## src/rtl/vlc_pkg.sv

```systemverilog
package vlc_pkg;
    typedef enum logic [1:0] {
        VM_IMM  = 2'b00,
        VM_REG  = 2'b01,
        VM_BOTH = 2'b10,
        VM_RSVD = 2'b11
    } vmode_e;

    localparam int unsigned COMPACT_BASE = 8;
endpackage

```

## src/rtl/vlc_decode.sv

```systemverilog
module vlc_decode
    import vlc_pkg::*;
#(
    parameter int unsigned IMM_W  = 6,
    parameter int unsigned IDX_W  = 5,
    parameter int unsigned CIDX_W = 3,
    localparam int unsigned LEN_W = IMM_W + 1
) (
    input  logic              valid,
    input  logic [1:0]        mode,
    input  logic [IMM_W-1:0]  imm,
    input  logic [CIDX_W-1:0] src,
    input  logic [IDX_W-1:0]  rd,
    output logic [LEN_W-1:0]  imm_len,
    output logic [IDX_W-1:0]  src_idx,
    output logic [IDX_W-1:0]  dst_idx,
    output logic              upd_vl,
    output logic              upd_mvl,
    output logic              use_reg,
    output logic              wb_req,
    output logic              bad_enc
);
    vmode_e     m;
    logic       any_field;

    always_comb begin
        m         = vmode_e'(mode);
        any_field = (|imm) | (|src) | (|rd);
        imm_len   = LEN_W'(imm) + LEN_W'(1);
        src_idx   = IDX_W'(COMPACT_BASE) + IDX_W'(src);
        dst_idx   = rd;
        upd_vl    = 1'b0;
        upd_mvl   = 1'b0;
        use_reg   = 1'b0;
        wb_req    = 1'b0;
        bad_enc   = 1'b0;
        if (valid) begin
            unique case (m)
                VM_IMM: begin
                    upd_vl = 1'b1;
                    wb_req = |rd;
                end
                VM_REG: begin
                    upd_vl  = 1'b1;
                    use_reg = 1'b1;
                    wb_req  = 1'b1;
                    dst_idx = IDX_W'(COMPACT_BASE) + IDX_W'(rd[CIDX_W-1:0]);
                end
                VM_BOTH: begin
                    upd_vl  = 1'b1;
                    upd_mvl = 1'b1;
                    wb_req  = |rd;
                end
                VM_RSVD: begin
                    bad_enc = any_field;
                end
            endcase
        end
    end
endmodule

```

## src/rtl/vlc_clip.sv

```systemverilog
module vlc_clip #(
    parameter int unsigned XLEN  = 32,
    parameter int unsigned LEN_W = 7
) (
    input  logic [XLEN-1:0]  req,
    input  logic [LEN_W-1:0] limit,
    output logic [LEN_W-1:0] len
);
    always_comb begin
        if (req > XLEN'(limit)) len = limit;
        else                    len = req[LEN_W-1:0];
    end
endmodule

```

## src/rtl/vlen_ctrl.sv

```systemverilog
module vlen_ctrl
    import vlc_pkg::*;
#(
    parameter int unsigned XLEN   = 32,
    parameter int unsigned IMM_W  = 6,
    parameter int unsigned IDX_W  = 5,
    parameter int unsigned CIDX_W = 3,
    localparam int unsigned LEN_W   = IMM_W + 1,
    localparam int unsigned MAX_LEN = 1 << IMM_W
) (
    input  logic              clk,
    input  logic              rst_n,
    input  logic              desc_valid,
    input  logic [1:0]        desc_mode,
    input  logic [IMM_W-1:0]  desc_imm,
    input  logic [CIDX_W-1:0] desc_src,
    input  logic [IDX_W-1:0]  desc_rd,
    output logic [IDX_W-1:0]  rs_idx,
    input  logic [XLEN-1:0]   rs_data,
    output logic [LEN_W-1:0]  vl,
    output logic [LEN_W-1:0]  mvl,
    output logic              wb_en,
    output logic [IDX_W-1:0]  wb_idx,
    output logic [XLEN-1:0]   wb_data,
    output logic              illegal
);
    typedef struct packed {
        logic [LEN_W-1:0] vl;
        logic [LEN_W-1:0] mvl;
        logic             wb_en;
        logic [IDX_W-1:0] wb_idx;
        logic [XLEN-1:0]  wb_data;
        logic             ill;
    } state_t;

    state_t state_d, state_q;

    logic [LEN_W-1:0] imm_len;
    logic [IDX_W-1:0] dst_idx;
    logic             upd_vl, upd_mvl, use_reg, wb_req, bad_enc;
    logic [XLEN-1:0]  req_len;
    logic [LEN_W-1:0] clip_len;

    vlc_decode #(
        .IMM_W (IMM_W),
        .IDX_W (IDX_W),
        .CIDX_W(CIDX_W)
    ) u_dec (
        .valid  (desc_valid),
        .mode   (desc_mode),
        .imm    (desc_imm),
        .src    (desc_src),
        .rd     (desc_rd),
        .imm_len(imm_len),
        .src_idx(rs_idx),
        .dst_idx(dst_idx),
        .upd_vl (upd_vl),
        .upd_mvl(upd_mvl),
        .use_reg(use_reg),
        .wb_req (wb_req),
        .bad_enc(bad_enc)
    );

    assign req_len = use_reg ? rs_data : XLEN'(imm_len);

    vlc_clip #(
        .XLEN (XLEN),
        .LEN_W(LEN_W)
    ) u_clip (
        .req  (req_len),
        .limit(state_q.mvl),
        .len  (clip_len)
    );

    always_comb begin
        state_d         = state_q;
        state_d.wb_en   = wb_req;
        state_d.ill     = bad_enc;
        state_d.wb_idx  = dst_idx;
        if (upd_mvl) begin
            state_d.mvl = imm_len;
            state_d.vl  = imm_len;
        end else if (upd_vl) begin
            state_d.vl  = clip_len;
        end
        state_d.wb_data = XLEN'(state_d.vl);
    end

    always_ff @(posedge clk or negedge rst_n) begin
        if (!rst_n) begin
            state_q.vl      <= LEN_W'(MAX_LEN);
            state_q.mvl     <= LEN_W'(MAX_LEN);
            state_q.wb_en   <= 1'b0;
            state_q.wb_idx  <= '0;
            state_q.wb_data <= '0;
            state_q.ill     <= 1'b0;
        end else begin
            state_q <= state_d;
        end
    end

    assign vl      = state_q.vl;
    assign mvl     = state_q.mvl;
    assign wb_en   = state_q.wb_en;
    assign wb_idx  = state_q.wb_idx;
    assign wb_data = state_q.wb_data;
    assign illegal = state_q.ill;
endmodule

```

## config.mk

```make
export PLATFORM = sky130hd
export DESIGN_NAME = vlen_ctrl
export DESIGN_NICKNAME = d
export VERILOG_FILES = /design/src/rtl/vlc_pkg.sv /design/src/rtl/vlc_decode.sv /design/src/rtl/vlc_clip.sv /design/src/rtl/vlen_ctrl.sv
export SDC_FILE = /design/constraint.sdc
export NUM_CORES = 1
export LEC_CHECK = 0
export BUFFER_PORTS_ARGS = -buffer_cell sky130_fd_sc_hd__buf_2
export CORE_ASPECT_RATIO = 1.25
export CORE_UTILIZATION = 35
export CTS_BUF_LIST = sky130_fd_sc_hd__clkbuf_8
export DETAILED_ROUTE_END_ITERATION = 10
export GPL_ROUTABILITY_DRIVEN = 0
export PLACE_DENSITY_LB_ADDON = 0.08
export SLEW_MARGIN = 20
export SYNTH_ARGS = -nofsm -noshare
export SYNTH_HDL_FRONTEND = slang
export SYNTH_SLANG_ARGS = --single-unit
```

## constraint.sdc

```tcl
create_clock -name clk -period 2.9 [get_ports clk]
set_input_delay 0.58 -clock clk [delete_from_list [all_inputs] [get_ports clk]]
set_output_delay 0.58 -clock clk [all_outputs]
set_load 0.1 [all_outputs]
```

Word-level counts from Yosys, hierarchy flattened
Cells that the tools add are included.
{"block": "word_totals", "ff_bits": 28, "in_bits": 51, "output_inout_bits": 58, "wordCells": 37}
{"block": "classes", "add_sub_neg": 3, "order_cmp": 1, "n_eq_ne": 3, "mux": 16, "bitwise": 2, "n_reduce_logical": 6}
{"op": "32-bit by 7-bit greater-than comparator with 1-bit output", "n": 1}
{"op": "32-bit two-way mux", "n": 1}
{"op": "7-bit two-way mux", "n": 3}
{"op": "4-bit by 3-bit adder with 5-bit output (first input constant)", "n": 2}
{"op": "5-bit two-way mux", "n": 2}
{"op": "1-bit two-way mux", "n": 9}
{"op": "6-bit by 1-bit adder with 7-bit output (second input constant)", "n": 1}
{"op": "3-bit OR reduction", "n": 2}
{"op": "6-bit OR reduction", "n": 1}
{"op": "5-bit OR reduction", "n": 1}
{"op": "2-bit == test (second input constant)", "n": 2}
{"op": "2-bit by 1-bit == test with 1-bit output (second input constant)", "n": 1}
{"op": "2-bit logical NOT", "n": 1}
{"op": "1-bit OR", "n": 2}
{"op": "1-bit case mux with 2 select lines", "n": 1}
{"op": "2-bit OR reduction", "n": 1}

Logic depth before layout (Yosys ltp)
Gate-level depths: netlist of the first run.
{"block": "depth", "word_depth": 8, "mapped_depth": 12, "depth_no_buf": 10}

Modules after synthesis
A second synthesis of the first run with hierarchy kept.
{"block": "unflattened", "hier_cells": 206, "hier_area_um2": 1861.8}
{"mod": "vlen_ctrl", "n_inst": 1, "cells_per_inst": 127, "area_per_inst_um2": 1280.0, "seq_area_each_um2": 553.0}
{"mod": "vlc_clip", "n_inst": 1, "cells_per_inst": 40, "area_per_inst_um2": 326.6, "seq_area_each_um2": 0.0}
{"mod": "vlc_decode", "n_inst": 1, "cells_per_inst": 39, "area_per_inst_um2": 255.2, "seq_area_each_um2": 0.0}

Worst setup path after synthesis of the first run
Ideal clock, no wire load.
{"block": "synth_timing", "path_kind": "input to register", "startpoint": "input desc_valid", "endpoint": "register, netlist name vl[1]", "setup_ns": 0.101, "arrival_time_ns": 2.663, "t_required_ns": 2.799, "setup_slack_ns": 0.136, "path_stages": 12, "path_buffers": 3, "cell_sequence": "clkbuf_1 > nand3b_1 > clkbuf_1 > nor2_1 > a21oi_1 > ha_1 > nand4_1 > o21bai_1 > a31o_4 > and2_4 > buf_6 > o311ai_2"}
{"block": "synth_via", "elab_chain_cells": 6, "elab_cells_between_ends": 8, "cone_classes": "order compare: 1; mux: 7"}
{"item": "start, declared", "line": "vlen_ctrl.sv:13", "rtl": "input logic desc_valid,"}
{"item": "1-bit two-way mux", "line": "vlc_decode.sv:37", "rtl": "if (valid) begin"}
{"item": "32-bit two-way mux", "line": "vlen_ctrl.sv:64", "rtl": "assign req_len = use_reg ? rs_data : XLEN'(imm_len);"}
{"item": "32-bit by 7-bit greater-than comparator with 1-bit output", "line": "vlc_clip.sv:10", "rtl": "if (req > XLEN'(limit)) len = limit;"}
{"item": "7-bit two-way mux", "line": "vlc_clip.sv:10"}
{"item": "7-bit two-way mux", "line": "vlen_ctrl.sv:83", "rtl": "end else if (upd_vl) begin"}
{"item": "7-bit two-way mux (*)", "line": "vlen_ctrl.sv:80", "rtl": "if (upd_mvl) begin"}
Every way passes the cells marked *; elsewhere a longest branch is shown, timed or not.
A chain may end at the register's enable or synchronous reset.

Worst setup path in the final report of the first run
{"block": "layout_timing", "startpoint": "input desc_imm[0]", "endpoint": "register, netlist name vl[3]"}
{"block": "layout_via", "elab_chain_cells": 6}
{"item": "start, declared", "line": "vlen_ctrl.sv:15", "rtl": "input logic [IMM_W-1:0] desc_imm,"}
{"item": "6-bit by 1-bit adder with 7-bit output (*)", "line": "vlc_decode.sv:29", "rtl": "imm_len = LEN_W'(imm) + LEN_W'(1);"}
{"item": "32-bit two-way mux", "line": "vlen_ctrl.sv:64"}
{"item": "32-bit by 7-bit greater-than comparator with 1-bit output", "line": "vlc_clip.sv:10"}
{"item": "7-bit two-way mux", "line": "vlc_clip.sv:10"}
{"item": "7-bit two-way mux", "line": "vlen_ctrl.sv:83"}
{"item": "7-bit two-way mux (*)", "line": "vlen_ctrl.sv:80"}
Marked as above.

==> results.json, run 1 <==
{
  "timing.hold.worst.class": "in2async",
  "die_area_mm2": 0.00551,
  "number_of_design_rule_violations_left_by_the_first_detailed_router_iteration": 49,
  "synthesis.area_mm2": 0.00183,
  "critical_path.reg2reg.startpoint": "mvl[5]$_DFFE_PN0P_",
  "placement.io_buffers": 81,
  "clkSinkCount": 22,
  "route.antenna.remaining_nets": 0,
  "layout_worst_path_cycle_share_pct": 89.1,
  "worst_ep_arrival_time_ns": 2.76,
  "grt_antenna_before_repair": 0,
  "drt_drc_violations_left": 0,
  "worstSetupStartpointType": "input pin",
  "area_growth_pct": 22.5,
  "max-clock-path-buffers": 2,
  "average_vias_per_placed_instance": 4.80,
  "ios": 109,
  "finalWorstPathRequiredPeriod_ns": 2.58,
  "max-vdd-ir-drop_mv": 0.377,
  "fin_tns_setup_ns": 0,
  "rrSetupSlack_ns": 1.04,
  "cts_repair_resize_count": 0,
  "count_of_flip_flops_with_a_built_in_enable_after_synthesis": 0,
  "synthArstFlopShare_pct": 100,
  "p_total_w": 0.00192,
  "cts_hold_buf": 0,
  "clk_pin_slew_worst_paths_ns": 0.08,
  "grt_pass1_vias": 1495,
  "sort_of_element_at_the_end_of_the_critical_path": "flip-flop",
  "placementRows": 29,
  "antennaDiodeCount": 0,
  "final-max-slew-violation-count": 0,
  "final.setup_skew_ns": 0.00218,
  "wl_per_cell_um": 12.9,
  "overflow": 0,
  "hpwlAfterDp_um": 3840,
  "worstPathRequired_ns": 3.07,
  "ctsHtreeMaxLevel": 1,
  "path_class": "in2reg",
  "drv_cap": 0,
  "clk-insertion-delay-late_ns": 0.27,
  "design.core.area_mm2": 0.00504,
  "outcome": "finished, final reports clean",
  "postSynthAreaPerCell_um2": 8.22,
  "crit_top_cell": "sky130_fd_sc_hd__ha_1",
  "grt_max_degree": 23,
  "routed_wirelength_um": 4640,
  "synthDistinctLibCells": 41,
  "ys.warnings.count": 0,
  "nNetsFinal": 358,
  "timing.critical_path.from": "desc_imm[0]",
  "dominantRegCellSynth": "sky130_fd_sc_hd__dfrtp_1",
  "cp_cell_sequence": "buf_2, ha_1, nand3_1, xor2_1, a21oi_1, ha_1, nand4_1, o21bai_1, a31o_4, and2_4, o311ai_2",
  "worst_path_largest_cell_delay_ns": 0.30,
  "reg2reg_depth": 7,
  "initial_core_util_pct": 36.2,
  "gate_count_after_technology_mapping": 222,
  "cellLeakagePower_nw": 1.14,
  "route.vias.total": 1724,
  "clock.fmax_mhz": 387,
  "ys_seq_area_share_pct": 30.3,
  "critical_path.endpoint": "vl[3]$_DFFE_PN0P_",
  "synthesis_stage_register_bit_count": 22,
  "final_hold_viol_count": 0,
  "grt_first_pass_wirelength_um": 7180,
  "fin_hold_ws_ns": 0.267,
  "path_max_fanout": 8,
  "regToRegEndpoint": "vl[3]$_DFFE_PN0P_",
  "tritoncts": "yes",
  "seqCellArea_um2": 553,
  "area_of_combinational_cells_with_multiple_inputs_mm2": 0.00102,
  "clock_tree.root_cell": "sky130_fd_sc_hd__clkbuf_8",
  "setup_violators_final": 0,
  "drtPass1Iterations": 4,
  "crit_path_top_delay_cell": "sky130_fd_sc_hd__xor2_1",
  "grt_use_total_pct": 17.3,
  "fraction_of_final_layout_cells_sized_beyond_drive_strength_1_pct": 36.0,
  "cts_setup_buffers": 0,
  "dieWidth_um": 66.6,
  "die_y_um": 82.7,
  "power-per-cell-area_mw_per_mm2": 860,
  "cts_inserted_buffers": 3,
  "fillCellCount": 537,
  "unrepaired_setup_endpoints_after_global_routing": "false"
}
routing by layer:
metal  track usage [%]  share of wire, %
met1              23.6                46
met3              1.65               4.8
met2              28.2                48
met5                 0                 0
met4              5.74               1.4
worst min path at each step:
stage | start | to | cells past startpoint
after floorplan | rst_n | illegal$_DFF_PN0_ | 0
after global placement | mvl[3]$_DFFE_PN0P_ | mvl[3]$_DFFE_PN0P_ | 2
after detailed placement | mvl[4]$_DFFE_PN0P_ | mvl[4]$_DFFE_PN0P_ | 2
after CTS | rst_n | wb_en$_DFF_PN0_ | 1
after global routing | rst_n | vl[1]$_DFFE_PN0P_ | 1
final | rst_n | vl[1]$_DFFE_PN0P_ | 1
final cells by class:
| type | instances | area share, % |
|---|---|---|
| multi-input combinational | 171 | 45.6 |
| sequential | 22 | 24.7 |
| timing repair buffer | 91 | 21.5 |
| tap | 62 | 3.47 |
| clock buffer | 3 | 1.85 |
| inverter | 9 | 1.51 |
| clock inverter | 1 | 1.34 |
state kept, by name, summed over array words and instances, names as in the netlist:
register / count
mvl: 7
illegal: 1
wb_en: 1
wb_data: 1
wb_idx: 5
vl: 7
placed cells by master (no fill, tap or decap), drive strengths merged, types with 2 or more instances in the layout:
cell type  count
nand2b         3
nor4           6
a31oi          2
xor2           2
conb          27
nand2         26
nor3           2
mux2           2
nand4          9
dfrtp         20
buf           91
dfstp          2
o311ai         4
a21oi         15
ha             9
o211ai         2
o22ai          2
nor2b          7
nand3          7
nor2           8
inv            9
and2           4
o21ai         17
clkbuf         3
a21o           5
cell families (layout without fill, tap and decap cells):
| logic type | after synthesis | in the layout | share of synthesized area (%) |
|---|---|---|---|
| other | 2 | 27 | 0.411 |
| AOI/OAI and AO/OA | 52 | 52 | 19.5 |
| and+or+nand+nor | 78 | 78 | 21.9 |
| buffers and inverters | 54 | 104 | 19.0 |
| DFF | 22 | 22 | 30.3 |
| xor gates and xnor gates | 3 | 3 | 1.44 |
| adders and majority gates | 9 | 9 | 6.17 |
| muxes | 2 | 2 | 1.23 |
metrics by stage:
step	instance area [um2]	cells	setup WS (ns)	utilization (%)
floorplan	1920	247	0.136	-
global placement	2160	355	0.0615	42.9
detailed placement	2160	355	-0.00586	42.9
global route	2240	359	0.0853	44.3
CTS	2240	359	0.277	44.3
finish	2240	359	0.316	44.3
cells in the mapped netlist, types with 2 or more instances:
library cell | number | area share, %
sky130_fd_sc_hd__clkbuf_1 | 7 | 1.4
sky130_fd_sc_hd__o21ai_0 | 16 | 4.4
sky130_fd_sc_hd__a21oi_1 | 15 | 4.1
sky130_fd_sc_hd__o22ai_1 | 2 | 0.69
sky130_fd_sc_hd__inv_1 | 9 | 1.9
sky130_fd_sc_hd__o211ai_1 | 2 | 0.82
sky130_fd_sc_hd__o311ai_2 | 4 | 3.6
sky130_fd_sc_hd__a21o_1 | 5 | 2.1
sky130_fd_sc_hd__nand2b_1 | 3 | 1.0
sky130_fd_sc_hd__dfstp_2 | 2 | 2.9
sky130_fd_sc_hd__mux2_2 | 2 | 1.2
sky130_fd_sc_hd__buf_4 | 36 | 15
sky130_fd_sc_hd__nand2_1 | 26 | 5.3
sky130_fd_sc_hd__nand3_1 | 7 | 1.9
sky130_fd_sc_hd__ha_1 | 9 | 6.2
sky130_fd_sc_hd__nor3_1 | 2 | 0.55
sky130_fd_sc_hd__conb_1 | 2 | 0.41
sky130_fd_sc_hd__and2_1 | 3 | 1.0
sky130_fd_sc_hd__nor2b_1 | 7 | 2.4
sky130_fd_sc_hd__dfrtp_1 | 20 | 27
sky130_fd_sc_hd__a31oi_1 | 2 | 0.69
sky130_fd_sc_hd__nor2_1 | 8 | 1.6
sky130_fd_sc_hd__nor4_1 | 6 | 2.1
sky130_fd_sc_hd__nand4_1 | 9 | 3.1
sky130_fd_sc_hd__xor2_1 | 2 | 0.96
worst max-delay path: cells and delay by family:
family | cells | cell delay, ns
compound gates | 4 | 0.79
fa+ha+maj | 2 | 0.54
simple gates | 3 | 0.39
xor+xnor | 1 | 0.30
buf+inv | 1 | 0.15
where the power goes:
part | switching [W] | total (W) | internal, W
combinational | 0.00100 | 0.00122 | 0.000216
sequential | 0.0000531 | 0.000416 | 0.000363
clock | 0.000107 | 0.000292 | 0.000185
total | 0.00116 | 0.00192 | 0.000763
No activity file was read; power rests on OpenSTA's default activity.
==> run 2: changes to the inputs <==
--- a/config.mk
+++ b/config.mk
@@ -15,4 +15,5 @@
 export SLEW_MARGIN = 20
 export SYNTH_ARGS = -nofsm -noshare
 export SYNTH_HDL_FRONTEND = slang
+export SYNTH_HIERARCHICAL = 1
 export SYNTH_SLANG_ARGS = --single-unit
==> run 2 against run 1 <==
Routed wire length down 8.0%. Critical path type unchanged. Synthesized cell count shrank 7.2%. Flip-flop and latch count unchanged. Highest routed layer unchanged. Core utilization is 3.9 points higher.
==> results.json, run 2 <==
{
  "final_hold_viol_count": 0,
  "synth_most_common_cell": "sky130_fd_sc_hd__buf_4",
  "wl_per_cell_um": 12.2,
  "fin_hold_ws_ns": 0.293,
  "finalWorstPathRequiredPeriod_ns": 2.86,
  "clock_tree.root_cell": "sky130_fd_sc_hd__clkbuf_8",
  "sw_frac_of_total_pct": 58.9,
  "synthDominantAreaCellType": "sky130_fd_sc_hd__dfrtp_1",
  "die_y_um": 83.5,
  "grt_first_pass_wirelength_um": 6500,
  "grt_use_total_pct": 15.3,
  "number_of_design_rule_violations_left_by_the_first_detailed_router_iteration": 17,
  "unrepaired_setup_endpoints_after_global_routing": "true",
  "initial_core_util_pct": 36.7,
  "count_of_flip_flops_with_a_built_in_enable_after_synthesis": 0,
  "worstPathRequired_ns": 3.03,
  "ios": 109,
  "clk-insertion-delay-late_ns": 0.26,
  "cellLeakagePower_nw": 1.27,
  "hpwlAfterDp_um": 3400,
  "grt_antenna_before_repair": 0,
  "die_area_mm2": 0.00562,
  "timing.hold.worst.class": "in2async",
  "biggestRegsByFlops": "mvl: 7 flops, vl: 7 flops, wb_idx: 5 flops",
  "max-vdd-ir-drop_mv": 0.533,
  "route.vias.total": 1541,
  "area_of_combinational_cells_with_multiple_inputs_mm2": 0.00111,
  "final-max-slew-violation-count": 0,
  "path_max_fanout": 8,
  "relSlewSlack_pct": 64.6,
  "ctsHtreeMaxLevel": 1,
  "p_int_w": 0.000690,
  "outcome": "finished, final reports clean",
  "ys_seq_area_share_pct": 29.7,
  "worst_path_largest_cell_delay_ns": 0.32,
  "synthesis_stage_register_bit_count": 22,
  "synthDistinctLibCells": 36,
  "p_comb_share_pct": 63.5,
  "worst_pin_slew_ns": 0.531,
  "setup_violators_final": 0,
  "gate_count_after_technology_mapping": 206,
  "dominantRegCellSynth": "sky130_fd_sc_hd__dfrtp_1",
  "postSynthAreaPerCell_um2": 9.04,
  "area_growth_pct": 31.6,
  "path_class": "in2reg",
  "drv_cap": 0,
  "power-per-cell-area_mw_per_mm2": 685,
  "cts_inserted_buffers": 3,
  "grt_pass1_vias": 1439,
  "ys.warnings.count": 6,
  "max-clock-path-buffers": 2,
  "fraction_of_final_layout_cells_sized_beyond_drive_strength_1_pct": 49.1,
  "average_vias_per_placed_instance": 4.39,
  "overflow": 0,
  "dieWidth_um": 67.2,
  "cp_cell_sequence": "buf_6, nand2_2, or2_4, inv_8, mux2_4, ha_4, a211oi_4, nand2_1, a211oi_2, o2111ai_2, buf_4, mux2_4, mux2i_1, o21ai_1",
  "synthArstFlopShare_pct": 100,
  "routed_wirelength_um": 4270,
  "sort_of_element_at_the_end_of_the_critical_path": "flip-flop",
  "clkSinkCount": 22,
  "route.antenna.remaining_nets": 0,
  "clkPwrFrac_pct": 13.2,
  "crit_top_cell": "sky130_fd_sc_hd__mux2_4",
  "layout.cells.most_common": "sky130_fd_sc_hd__buf_2",
  "placement.io_buffers": 81,
  "fin_tns_setup_ns": 0,
  "post_synth_most_frequent_cells": "sky130_fd_sc_hd__buf_4, sky130_fd_sc_hd__and2_1, sky130_fd_sc_hd__dfrtp_1",
  "netlist_top_cells_area": "sky130_fd_sc_hd__dfrtp_1, sky130_fd_sc_hd__buf_4, sky130_fd_sc_hd__and2_1",
  "design.core.area_mm2": 0.00508,
  "fin_util_pct": 48.2,
  "placementRows": 29,
  "power.sequential.fraction_pct": 23.2,
  "synthesis.area_mm2": 0.00186,
  "net-switching-power_w": 0.000987,
  "layout_worst_path_cycle_share_pct": 98.6,
  "worstSetupStartpointType": "input pin",
  "seqCellArea_um2": 553,
  "grt_max_degree": 26,
  "crit_path_top_delay_cell": "sky130_fd_sc_hd__mux2_4",
  "final.setup_skew_ns": 0.00413,
  "nNetsFinal": 350,
  "clock.fmax_mhz": 350,
  "drt_drc_violations_left": 0,
  "antennaDiodeCount": 0,
  "drtPass1Iterations": 4,
  "synth_top_area_share_pct": 26.9,
  "fillCellCount": 509,
  "clk_pin_slew_worst_paths_ns": 0.08,
  "p_total_w": 0.00168,
  "worst_ep_arrival_time_ns": 2.99,
  "tritoncts": "yes",
  "most-common-layout-cells": "sky130_fd_sc_hd__buf_2, sky130_fd_sc_hd__conb_1, sky130_fd_sc_hd__and2_1"
}
## run 2: changes by cell type after synthesis, moves of 6 or more
cell	change
sky130_fd_sc_hd__and2_1	+18
sky130_fd_sc_hd__clkbuf_1	-6
sky130_fd_sc_hd__mux2_2	+7
sky130_fd_sc_hd__nor2b_1	-7
sky130_fd_sc_hd__nand4_1	-8
sky130_fd_sc_hd__a21oi_1	-14
sky130_fd_sc_hd__mux2i_1	+7
sky130_fd_sc_hd__nand2_1	-14
sky130_fd_sc_hd__inv_1	+8
## run 2: area by class of cell
| class | instances | share of cell area (%) |
|---|---|---|
| Clock buffer | 4 | 2.25 |
| Inverter | 17 | 2.91 |
| Multi-Input combinational cell | 146 | 45.2 |
| Sequential cell | 22 | 22.6 |
| Tap cell | 62 | 3.17 |
| Timing Repair Buffer | 100 | 23.9 |
## run 2: final timing paths
check | startpoint | end | slack (ns) | depth (start not counted)
worst max-delay path | desc_mode[0] | wb_data[6]$_DFF_PN0_ | 0.04 | 14
worst min-delay path | rst_n | mvl[5]$_DFFE_PN0P_ | 0.29 | 1
worst max register to register | mvl[6]$_DFFE_PN1P_ | wb_data[6]$_DFF_PN0_ | 0.48 | 10
worst min register to register | mvl[6]$_DFFE_PN1P_ | mvl[6]$_DFFE_PN1P_ | 0.50 | 2
max in group asynchronous | rst_n | mvl[6]$_DFFE_PN1P_ | 2.24 | 1
min in group clk | desc_rd[2] | wb_idx[2]$_DFF_PN0_ | 0.44 | 1
## run 2: per-stage QoR
step | cells | worst slack, ns | instance area [um2]
after global placement | 344 | -0.286 | 2260
final | 351 | 0.0418 | 2450
after global routing | 351 | -0.0955 | 2450
after floorplan | 230 | -0.0872 | 1990
after CTS | 348 | 0.0157 | 2320
after detailed placement | 344 | -0.293 | 2260
## run 2: kinds of logic (layout without fill, tap and decap cells)
kind of cell | after synthesis | in the layout | synth area share (%)
buffers and inverters | 62 | 121 | 21.2
and+or+nand+nor | 62 | 62 | 19.4
xor gates and xnor gates | 4 | 4 | 1.88
muxes | 21 | 21 | 13.2
adders and majority gates | 9 | 9 | 6.05
other | 3 | 27 | 0.605
AOI/OAI and AO/OA | 23 | 23 | 7.93
DFF | 22 | 22 | 29.7
## run 2: power by group through the flow
stage / Clock, W / Sequential [W] / Combinational [W]
2_1_floorplan: 0 / 0.000725 / 0.000595
3_3_place_gp: 0 / 0.000396 / 0.00104
3_5_place_dp: 0 / 0.000397 / 0.00104
4_1_cts: 0.000230 / 0.000392 / 0.00104
5_1_grt: 0.000242 / 0.000399 / 0.00111
6_report: 0.000222 / 0.000390 / 0.00107
## run 2: critical path: cells and delay by family
kind	cells	cell delay [ns]
adder cells (fa/ha/maj)	1	0.24
AND/OR/NAND/NOR	3	0.39
multiplexers	3	0.76
buffers and inverters	3	0.35
AO/OA/AOI/OAI	4	0.68
## run 2: per-layer routing
layer	share of wire [%]	GRT usage [%]	vias to the layer above
li1	-	-	785
met1	42	18.4	682
met2	51	27.2	72
met3	6.7	1.78	2
met4	0.68	4.64	0
met5	0	0	-
## run 2: timing repair
action / CTS / global route
hold buffers: 0 / 0
resized for setup: 2 / 22
setup endpoints to repair: 3 / 8
buffers inserted: 0 / 3
gates cloned: 0 / 0
pin swaps: 1 / 7
